<file path="src/rtl/twin_irq_pkg.sv">
package twin_irq_pkg;
    localparam int CTL_W   = 8;
    localparam int B_MEN   = 0;
    localparam int B_EXTEN = 1;
    localparam int B_TMREN = 2;
    localparam int B_EXTFL = 4;
    localparam int B_TMRFL = 5;
    localparam logic [CTL_W-1:0] CTL_MASK =
        CTL_W'((1 << B_MEN) | (1 << B_EXTEN) | (1 << B_TMREN) |
               (1 << B_EXTFL) | (1 << B_TMRFL));

    typedef enum logic [1:0] {
        ST_IDLE    = 2'd0,
        ST_GRANT   = 2'd1,
        ST_HANDLER = 2'd2
    } tic_state_e;

    typedef enum logic {
        SRC_EXT = 1'b0,
        SRC_TMR = 1'b1
    } tic_src_e;
endpackage

</file>
<file path="src/rtl/tic_edge_sync.sv">
module tic_edge_sync #(
    parameter int STAGES = 2
) (
    input  logic clk,
    input  logic rst_n,
    input  logic pin,
    output logic fall
);
    logic [STAGES-1:0] stage_q;
    logic              last_q;

    if (STAGES == 1) begin : g_single
        always_ff @(posedge clk or negedge rst_n) begin
            if (!rst_n) stage_q <= '1;
            else        stage_q <= pin;
        end
    end else begin : g_chain
        always_ff @(posedge clk or negedge rst_n) begin
            if (!rst_n) stage_q <= '1;
            else        stage_q <= {stage_q[STAGES-2:0], pin};
        end
    end

    always_ff @(posedge clk or negedge rst_n) begin
        if (!rst_n) last_q <= 1'b1;
        else        last_q <= stage_q[STAGES-1];
    end

    assign fall = last_q & ~stage_q[STAGES-1];

    // a falling edge yields one pulse only
    p_fall_single_r3: assert property (@(posedge clk) disable iff (!rst_n)
        fall |=> !fall);
endmodule

</file>
<file path="src/rtl/tic_ctl_reg.sv">
module tic_ctl_reg
    import twin_irq_pkg::*;
(
    input  logic             clk,
    input  logic             rst_n,
    input  logic             wr_en,
    input  logic [CTL_W-1:0] wdata,
    input  logic             ext_set,
    input  logic             tmr_set,
    input  logic             take,
    input  tic_src_e         take_src,
    input  logic             ret_en,
    input  logic             ret_plain,
    output logic [CTL_W-1:0] ctl_q
);
    logic [CTL_W-1:0] ctl_d;

    always_comb begin
        ctl_d = ctl_q;
        if (wr_en) ctl_d = wdata & CTL_MASK;
        if (ret_en) ctl_d[B_MEN] = 1'b1;
        if (take) begin
            ctl_d[B_MEN] = 1'b0;
            if (take_src == SRC_EXT) ctl_d[B_EXTFL] = 1'b0;
            else                     ctl_d[B_TMRFL] = 1'b0;
        end
        // hardware sets take precedence over writes and grant clears
        if (ext_set) ctl_d[B_EXTFL] = 1'b1;
        if (tmr_set) ctl_d[B_TMRFL] = 1'b1;
    end

    always_ff @(posedge clk or negedge rst_n) begin
        if (!rst_n) ctl_q <= '0;
        else        ctl_q <= ctl_d;
    end

    // a grant leaves the master enable cleared
    p_grant_clears_men_r7: assert property (@(posedge clk) disable iff (!rst_n)
        take |=> !ctl_q[B_MEN]);
    // enabling return sets the master enable
    p_ret_en_sets_r9: assert property (@(posedge clk) disable iff (!rst_n)
        (ret_en && !take) |=> ctl_q[B_MEN]);
    // plain return alone leaves the master enable unchanged
    p_ret_plain_keeps_r9: assert property (@(posedge clk) disable iff (!rst_n)
        (ret_plain && !ret_en && !take && !wr_en) |=> $stable(ctl_q[B_MEN]));
    // hardware set always lands
    p_tmr_set_wins_r10: assert property (@(posedge clk) disable iff (!rst_n)
        tmr_set |=> ctl_q[B_TMRFL]);
    p_ext_set_wins_r10: assert property (@(posedge clk) disable iff (!rst_n)
        ext_set |=> ctl_q[B_EXTFL]);
endmodule

</file>
<file path="src/rtl/tic_grant_fsm.sv">
module tic_grant_fsm
    import twin_irq_pkg::*;
#(
    parameter int              VEC_W   = 8,
    parameter logic [VEC_W-1:0] VEC_EXT = 8'h04,
    parameter logic [VEC_W-1:0] VEC_TMR = 8'h08
) (
    input  logic             clk,
    input  logic             rst_n,
    input  logic             phase_tick,
    input  logic             stack_full,
    input  logic             men,
    input  logic             ext_en,
    input  logic             tmr_en,
    input  logic             ext_fl,
    input  logic             tmr_fl,
    input  logic             ret_en,
    input  logic             ret_plain,
    output logic             take,
    output tic_src_e         take_src,
    output logic             ack,
    output logic [VEC_W-1:0] vector,
    output logic             in_handler
);
    tic_state_e       state_q, state_d;
    logic [VEC_W-1:0] vec_q;
    logic             cand_ext, cand_tmr;

    assign cand_ext = men & ext_en & ext_fl;
    assign cand_tmr = men & tmr_en & tmr_fl;
    assign take     = phase_tick & ~stack_full & (cand_ext | cand_tmr)
                      & (state_q != ST_GRANT);
    assign take_src = cand_ext ? SRC_EXT : SRC_TMR;

    always_comb begin
        state_d = state_q;
        unique case (state_q)
            ST_IDLE:    if (take) state_d = ST_GRANT;
            ST_GRANT:   state_d = ST_HANDLER;
            ST_HANDLER: begin
                if (take)                      state_d = ST_GRANT;
                else if (ret_en || ret_plain)  state_d = ST_IDLE;
            end
            default:    state_d = ST_IDLE;
        endcase
    end

    always_ff @(posedge clk or negedge rst_n) begin
        if (!rst_n) begin
            state_q <= ST_IDLE;
            vec_q   <= '0;
        end else begin
            state_q <= state_d;
            if (take) vec_q <= (take_src == SRC_EXT) ? VEC_EXT : VEC_TMR;
        end
    end

    always_comb begin
        ack        = (state_q == ST_GRANT);
        in_handler = (state_q != ST_IDLE);
        vector     = vec_q;
    end

    // acknowledge lasts one cycle
    p_ack_one_cycle_r7: assert property (@(posedge clk) disable iff (!rst_n)
        ack |=> !ack);
    // acknowledge only follows a tick
    p_ack_after_tick_r4: assert property (@(posedge clk) disable iff (!rst_n)
        ack |-> $past(phase_tick));
    // full stack blocks the grant
    p_stack_block_r8: assert property (@(posedge clk) disable iff (!rst_n)
        (phase_tick && stack_full) |=> !ack);
    // only the two defined vectors appear
    p_vec_legal_r6: assert property (@(posedge clk) disable iff (!rst_n)
        ack |-> (vector == VEC_EXT || vector == VEC_TMR));
    // handler flag stays up right after acknowledge
    p_handler_after_ack_r11: assert property (@(posedge clk) disable iff (!rst_n)
        ack |=> in_handler);
endmodule

</file>
<file path="src/rtl/twin_irq_ctl.sv">
module twin_irq_ctl
    import twin_irq_pkg::*;
#(
    parameter int               ADDR_W      = 8,
    parameter logic [ADDR_W-1:0] REG_ADDR    = 8'h0B,
    parameter int               VEC_W       = 8,
    parameter logic [VEC_W-1:0] VEC_EXT     = 8'h04,
    parameter logic [VEC_W-1:0] VEC_TMR     = 8'h08,
    parameter int               SYNC_STAGES = 2
) (
    input  logic              clk,
    input  logic              rst_n,
    input  logic              ext_irq_n,
    input  logic              tmr_ovf,
    input  logic              phase_tick,
    input  logic              stack_full,
    input  logic              ret_en,
    input  logic              ret_plain,
    input  logic              reg_we,
    input  logic [ADDR_W-1:0] reg_addr,
    input  logic [CTL_W-1:0]  reg_wdata,
    output logic [CTL_W-1:0]  reg_rdata,
    output logic              ack,
    output logic [VEC_W-1:0]  vector,
    output logic              in_handler
);
    logic             addr_hit, ext_fall, take;
    tic_src_e         take_src;
    logic [CTL_W-1:0] ctl;

    assign addr_hit  = (reg_addr == REG_ADDR);
    assign reg_rdata = addr_hit ? ctl : '0;

    tic_edge_sync #(.STAGES(SYNC_STAGES)) u_sync (
        .clk  (clk),
        .rst_n(rst_n),
        .pin  (ext_irq_n),
        .fall (ext_fall)
    );

    tic_ctl_reg u_reg (
        .clk      (clk),
        .rst_n    (rst_n),
        .wr_en    (reg_we & addr_hit),
        .wdata    (reg_wdata),
        .ext_set  (ext_fall),
        .tmr_set  (tmr_ovf),
        .take     (take),
        .take_src (take_src),
        .ret_en   (ret_en),
        .ret_plain(ret_plain),
        .ctl_q    (ctl)
    );

    tic_grant_fsm #(.VEC_W(VEC_W), .VEC_EXT(VEC_EXT), .VEC_TMR(VEC_TMR)) u_fsm (
        .clk       (clk),
        .rst_n     (rst_n),
        .phase_tick(phase_tick),
        .stack_full(stack_full),
        .men       (ctl[B_MEN]),
        .ext_en    (ctl[B_EXTEN]),
        .tmr_en    (ctl[B_TMREN]),
        .ext_fl    (ctl[B_EXTFL]),
        .tmr_fl    (ctl[B_TMRFL]),
        .ret_en    (ret_en),
        .ret_plain (ret_plain),
        .take      (take),
        .take_src  (take_src),
        .ack       (ack),
        .vector    (vector),
        .in_handler(in_handler)
    );

    // unused register bits never read as 1
    p_unused_zero_r2: assert property (@(posedge clk) disable iff (!rst_n)
        (reg_rdata & ~CTL_MASK) == '0);
    // register is clear in the first cycle after reset
    p_reset_clear_r1: assert property (@(posedge clk)
        $rose(rst_n) |-> (ctl == '0 && !ack));
endmodule

</file>
<file path="config.mk">
export PLATFORM = sky130hd
export DESIGN_NAME = twin_irq_ctl
export DESIGN_NICKNAME = d
export VERILOG_FILES = /design/src/rtl/twin_irq_pkg.sv /design/src/rtl/tic_edge_sync.sv /design/src/rtl/tic_ctl_reg.sv /design/src/rtl/tic_grant_fsm.sv /design/src/rtl/twin_irq_ctl.sv
export SDC_FILE = /design/constraint.sdc
export NUM_CORES = 1
export LEC_CHECK = 0
export ABC_CLOCK_PERIOD_IN_PS = 2190
export BUFFER_PORTS_ARGS = -buffer_cell sky130_fd_sc_hd__buf_2
export CORE_MARGIN = 2
export CORE_UTILIZATION = 40
export DETAILED_ROUTE_END_ITERATION = 7
export GPL_ROUTABILITY_DRIVEN = 0
export PLACE_DENSITY = 0.77
export SYNTH_ARGS = -nofsm -noshare
export SYNTH_HDL_FRONTEND = slang
export SYNTH_SLANG_ARGS = --single-unit
</file>
<file path="constraint.sdc">
create_clock -name clk -period 2.19 [get_ports clk]
set_input_delay 0.5475 -clock clk [delete_from_list [all_inputs] [get_ports clk]]
set_output_delay 0.5475 -clock clk [all_outputs]
set_load 0.01 [all_outputs]
</file>
## After elaboration in Yosys (flattened, before gate mapping)

Cells that the tools add are included.

| word-level totals | value |
|---|---|
| output and inout port bits | 18 |
| bits in registers | 18 |

| operators by class | value |
|---|---|
| multiplexer cells | 14 |
| bitwise gates (word level) | 12 |
| equal/unequal tests | 6 |
| reductions and logical operators | 5 |

Operator list:

| operator | number |
|---|---|
| 6-bit 2-to-1 mux | 2 |
| 1-bit bitwise AND | 9 |
| 8-bit by 4-bit equality test with 1-bit output (second input constant) | 1 |
| 2-bit 2-to-1 mux | 4 |
| 1-bit 2-to-1 mux | 6 |
| 2-bit one-hot mux with 3 select lines | 1 |
| 4-bit 2-to-1 mux | 1 |
| 3-bit by 2-bit != test with 1-bit output (second input constant) | 1 |
| 3-bit nonzero test | 1 |
| 2-bit by 1-bit equality test with 1-bit output (second input constant) | 1 |
| 2-bit equality test (second input constant) | 1 |
| 2-bit logical NOT | 1 |
| 2-bit by 1-bit != test with 1-bit output (second input constant) | 1 |
| 2-bit != test (second input constant) | 1 |
| 1-bit NOT | 2 |
| 2-bit AND reduction | 1 |
| 2-bit nonzero test | 1 |
| 1-bit logical OR | 1 |
| 1-bit bitwise OR | 1 |

## Depth between registers and ports, before layout

| logic depth | value |
|---|---|
| depth in word-level cells | 7 |
| mapped depth | 5 |

## Modules after synthesis

From an unflattened synthesis, not the netlist that was laid out.

| second synthesis, totals | value |
|---|---|
| cells, all modules | 71 |
| area total of the unflattened synthesis | 782.0 sq um |

By module, submodules not included:

| module | area an instance (sq um) | times used | cells each |
|---|---|---|---|
| tic_grant_fsm | 269.0 | 1 | 24 |
| tic_ctl_reg | 254.0 | 1 | 21 |
| twin_irq_ctl | 166.4 | 1 | 22 |
| tic_edge_sync | 92.6 | 1 | 4 |

## Least setup slack after synthesis

No wires, ideal clock.

| timing | value |
|---|---|
| path type | input to register |
| start | in reg_addr[5] |
| end | reg u_reg.ctl_q[1] |
| slack | 222 ps |
| cell stages on the path | 4 |
| data arrival time | 1,843 ps |
| cell sequence | or4_4 -> or3_1 -> buf_6 -> mux2_4 |

| between the ends | value |
|---|---|
| word-level cells in the longest chain between the ends | 2 |

RTL lines:

| what | RTL line | RTL |
|---|---|---|
| from (decl) | twin_irq_ctl.sv:20 | `input logic [ADDR_W-1:0] reg_addr,` |
| 8-bit by 4-bit equality test with 1-bit output | twin_irq_ctl.sv:31 | `assign addr_hit = (reg_addr == REG_ADDR);` |
| 1-bit bitwise AND | twin_irq_ctl.sv:44 | `.wr_en (reg_we & addr_hit),` |
| to (signal assigned) | tic_ctl_reg.sv:34 | `else ctl_q <= ctl_d;` |
| to (decl) | tic_ctl_reg.sv:14 | `output logic [CTL_W-1:0] ctl_q` |

Every way passes these cells.
A chain may end at the register's enable or synchronous reset.

## Final worst setup path

| timing | value |
|---|---|
| start | in reg_addr[5] |
| end | out reg_rdata[0] |

| between the ends | value |
|---|---|
| word-level cells in the longest chain between the ends | 2 |

RTL lines:

| what | RTL line | RTL |
|---|---|---|
| 8-bit by 4-bit equality test with 1-bit output | twin_irq_ctl.sv:31 |  |
| 6-bit 2-to-1 mux | twin_irq_ctl.sv:32 | `assign reg_rdata = addr_hit ? ctl : '0;` |
| to (decl) | twin_irq_ctl.sv:22 | `output logic [CTL_W-1:0] reg_rdata,` |

Every way passes these cells.

==> impl_summary.log <==
INFO  metric slowest_stage = or4_4
INFO  metric place.port_buffers = 30
INFO  metric critPathLaunchType = input pin
INFO  metric boundaryPins = 43
INFO  metric synthDistinctLibCells = 25
INFO  metric clock_sinks = 12
INFO  metric yosys_most_used_dff = dfrtp_1
INFO  metric post_synth_main_area_contributors = dfrtp_1 (35%), dfstp_2 (12%), buf_4 (11%)
INFO  metric clock_latency = 280 ps
INFO  metric cts.root.buffer_cell = clkbuf_4
INFO  metric initial_utilization = a little over two fifths
INFO  metric antenna_left = 0
INFO  metric clockPowerShare = roughly 29%
INFO  metric final_area = about 800 um^2
INFO  metric number_of_synthesized_flops_with_an_enable_pin = 0
INFO  metric setup_viol_count_final = 0
INFO  metric num_antenna_cells = 0
INFO  metric grt_pass1_vias = about 460
INFO  metric critical_path_class = input pin to output pin
INFO  metric crit_start = reg_addr[5]
INFO  metric maximum_vdd_drop = about 0.00042 V
INFO  metric post_cts_buffers = 0
INFO  metric synthTopCellsByCount = buf_4 (9), dfrtp_1 (9), and2_1 (5), inv_1 (5), nor2_1 (4)
INFO  metric dp.final_hpwl = just under 1000 um
INFO  metric finalHoldViolCount = 0
INFO  metric cts.hold.buffers_added = 0
INFO  metric worstRegToRegCells = 4
INFO  metric grt_overflow_total = 0
INFO  metric postLayoutCoreUtil = a little over half
INFO  metric crit_path_required_time = ~1600 ps
INFO  metric layout-area-overhead-vs-synth = 24.1%
INFO  metric combinational_share_of_power = 18.1%
INFO  metric dpl-instance-area = approximately 760 um^2
INFO  metric number_of_antenna_violations_at_the_first_check_in_global_routing = 0
INFO  metric cell_internal_pwr = approximately 0.36 mW
INFO  metric crit_path_cell_trace = buf_2 -> or4_4 -> nor2_4 -> and2_1 -> buf_2
INFO  metric ctsHtreeMaxLevel = 1
INFO  metric cts.path.max_buffers = 2
INFO  metric route.detailed.drc = 0
INFO  metric wp_data_arrival = between 1500 and 2000 ps
INFO  metric nets = 120
INFO  metric min-delay-path-class = input pin to async pin
INFO  metric routed_wirelength = approximately 1200 um
INFO  metric grt_pass1_wl = 1940 um
INFO  metric timing.final.crit_period = between 2000 and 2500 ps
INFO  metric post_synth_instance_area = roughly 640 um^2
INFO  metric vias_per_cell = 4.60
INFO  metric final_layout_size_suffix_gt1_share = 44.7%
INFO  metric yosysWarningCount = 0
INFO  metric critPathCapture = reg_rdata[0]
INFO  metric power_frac_seq = 53.1%
INFO  metric p_leak = 0.454 nW
INFO  metric gr-usage-all-layers = approximately 14%
INFO  metric critPathCaptureType = output pin
INFO  metric result_of_the_run = completed
INFO  metric tritoncts_clock_tree = built
INFO  metric synth.top_cell.area_share = a little over a third
INFO  metric drtIter0Drc = 1
INFO  metric timing.rr.end = u_fsm.vector[3]
INFO  metric placement_rows = 14
INFO  metric swShare = about a quarter
INFO  metric grt_max_degree = 13
INFO  metric pwr_density_cell = around 610 nW/um^2
INFO  metric tritoncts.num_buffers = 3
INFO  metric synthDominantAreaCellType = dfrtp_1
INFO  metric rsz_0062_raised_after_global_routing = no
INFO  metric die-area = 1940 um^2
INFO  metric worst-path-max-fanout = 5
INFO  metric whs = between 100 and 150 ps
INFO  metric max_clock_skew = around 15 ps
INFO  metric r2r-start = u_reg.ctl_q[0]
INFO  metric synth_seq_cells = 12
INFO  metric dieWidth = around 44 um
INFO  metric core_area = around 1500 um^2
INFO  metric critical-path-top-cell-by-count = buf_2
INFO  metric synth.yosys.seq_area_share = 47.3%
INFO  metric drtPass1Iterations = 4
INFO  metric netlist_instances = 62
INFO  metric clock_slew_at_reported_path_ffs = ~80 ps
INFO  metric fp.dieH = roughly 44 um
INFO  metric setup.reg_to_reg.worst_slack = between 900 and 1000 ps
INFO  metric worst_path_largest_cell_delay = 540 ps
INFO  metric period_share = between 90% and 100%
INFO  metric max_clock_freq = 472 MHz
INFO  metric asyncSetResetFlopFracSynth = between 90% and 100%
INFO  metric cap_viol_max_count = 0
INFO  metric post_synth.cell_area_avg = roughly 10 um^2
INFO  metric avgRoutedWirePerCell = roughly 10 um
INFO  metric max_slew_violations = 0
INFO  metric num_vias = ~510
INFO  metric switching_power = between 0.1 and 0.15 mW
-- per-stage QoR --
step,instances,power (mW),setup slack [ps],setup TNS (ps)
CTS,110,0.499,26.1,0
global placement,106,0.349,-7.75,-33.4
finish,110,0.490,69.3,0
global route,110,0.525,9.81,0
detailed placement,106,0.353,-33.4,-155
floorplan,70,0.319,222,0
-- power by group through the flow --
stage                     Clock, mW  Combinational (mW)  Sequential, mW
after CTS                     0.148              0.0895           0.261
final                         0.141              0.0885           0.260
after detailed placement          0              0.0880           0.265
after global placement            0              0.0866           0.263
after floorplan                   0              0.0489           0.270
after global routing          0.161              0.0996           0.264
-- cells by family after synthesis --
| logic type | after synthesis | synth area share [%] |
|---|---|---|
| other | 1 | 0.583 |
| AOI/OAI and AO/OA | 8 | 8.56 |
| and+or+nand+nor | 21 | 19.1 |
| DFF | 12 | 47.3 |
| muxes | 5 | 9.34 |
| buffers and inverters | 15 | 15.2 |
-- sequential cells by signal (all words and copies together) (netlist names) --
signal,cells
u_reg.ctl_q,5
u_fsm.vector,2
u_sync.stage_q,2
u_sync.last_q,1
u_fsm.state_q,2
-- what timing repair did --
item | CTS | global route
setup endpoints to repair | 5 | 5
pin swaps | 0 | 0
resized for setup | 1 | 1
-- routing by layer --
layer / vias to the layer above / GRT usage, % / wire length [um]
met5: - / 0 / 0
met4: 0 / 5.45 / 0
met3: 0 / 7.76 / 83
met2: 21 / 23.8 / 610
met1: 229 / 15.3 / 456
li1: 256 / - / -
-- worst min path at each step --
stage	from	endpoint	slack, ps
after floorplan	rst_n	u_fsm.state_q[0]	250
final	rst_n	u_fsm.vector[2]	130
after global placement	u_sync.stage_q[0]	u_sync.stage_q[1]	350
after detailed placement	u_sync.stage_q[0]	u_sync.stage_q[1]	350
after CTS	rst_n	u_fsm.vector[2]	130
after global routing	rst_n	u_fsm.vector[2]	130
-- critical path: cells and delay by family --
kind	cells	cell delay, ps
buffers and inverters	2	220
and+or+nand+nor	3	800
-- placed cells by master (no fill, tap or decap), types with 2 or more instances in the layout --
cell	n
clkbuf_4	3
nor2_1	3
nand2_1	2
nand2b_1	2
mux2_4	2
a21oi_1	2
or2_2	2
inv_1	5
mux2i_1	3
buf_2	30
dfrtp_1	9
dfstp_2	3
and2_1	5
o22ai_1	2
conb_1	9
-- final cells by class --
class | instances | area (um^2)
fill | 137 | 708
timing repair buffer | 30 | 150
clock buffer | 4 | 26.3
inverter | 5 | 18.8
multi-input combinational | 43 | 279
tap | 16 | 20.0
sequential | 12 | 304
No activity file was read; power rests on OpenSTA's default activity.
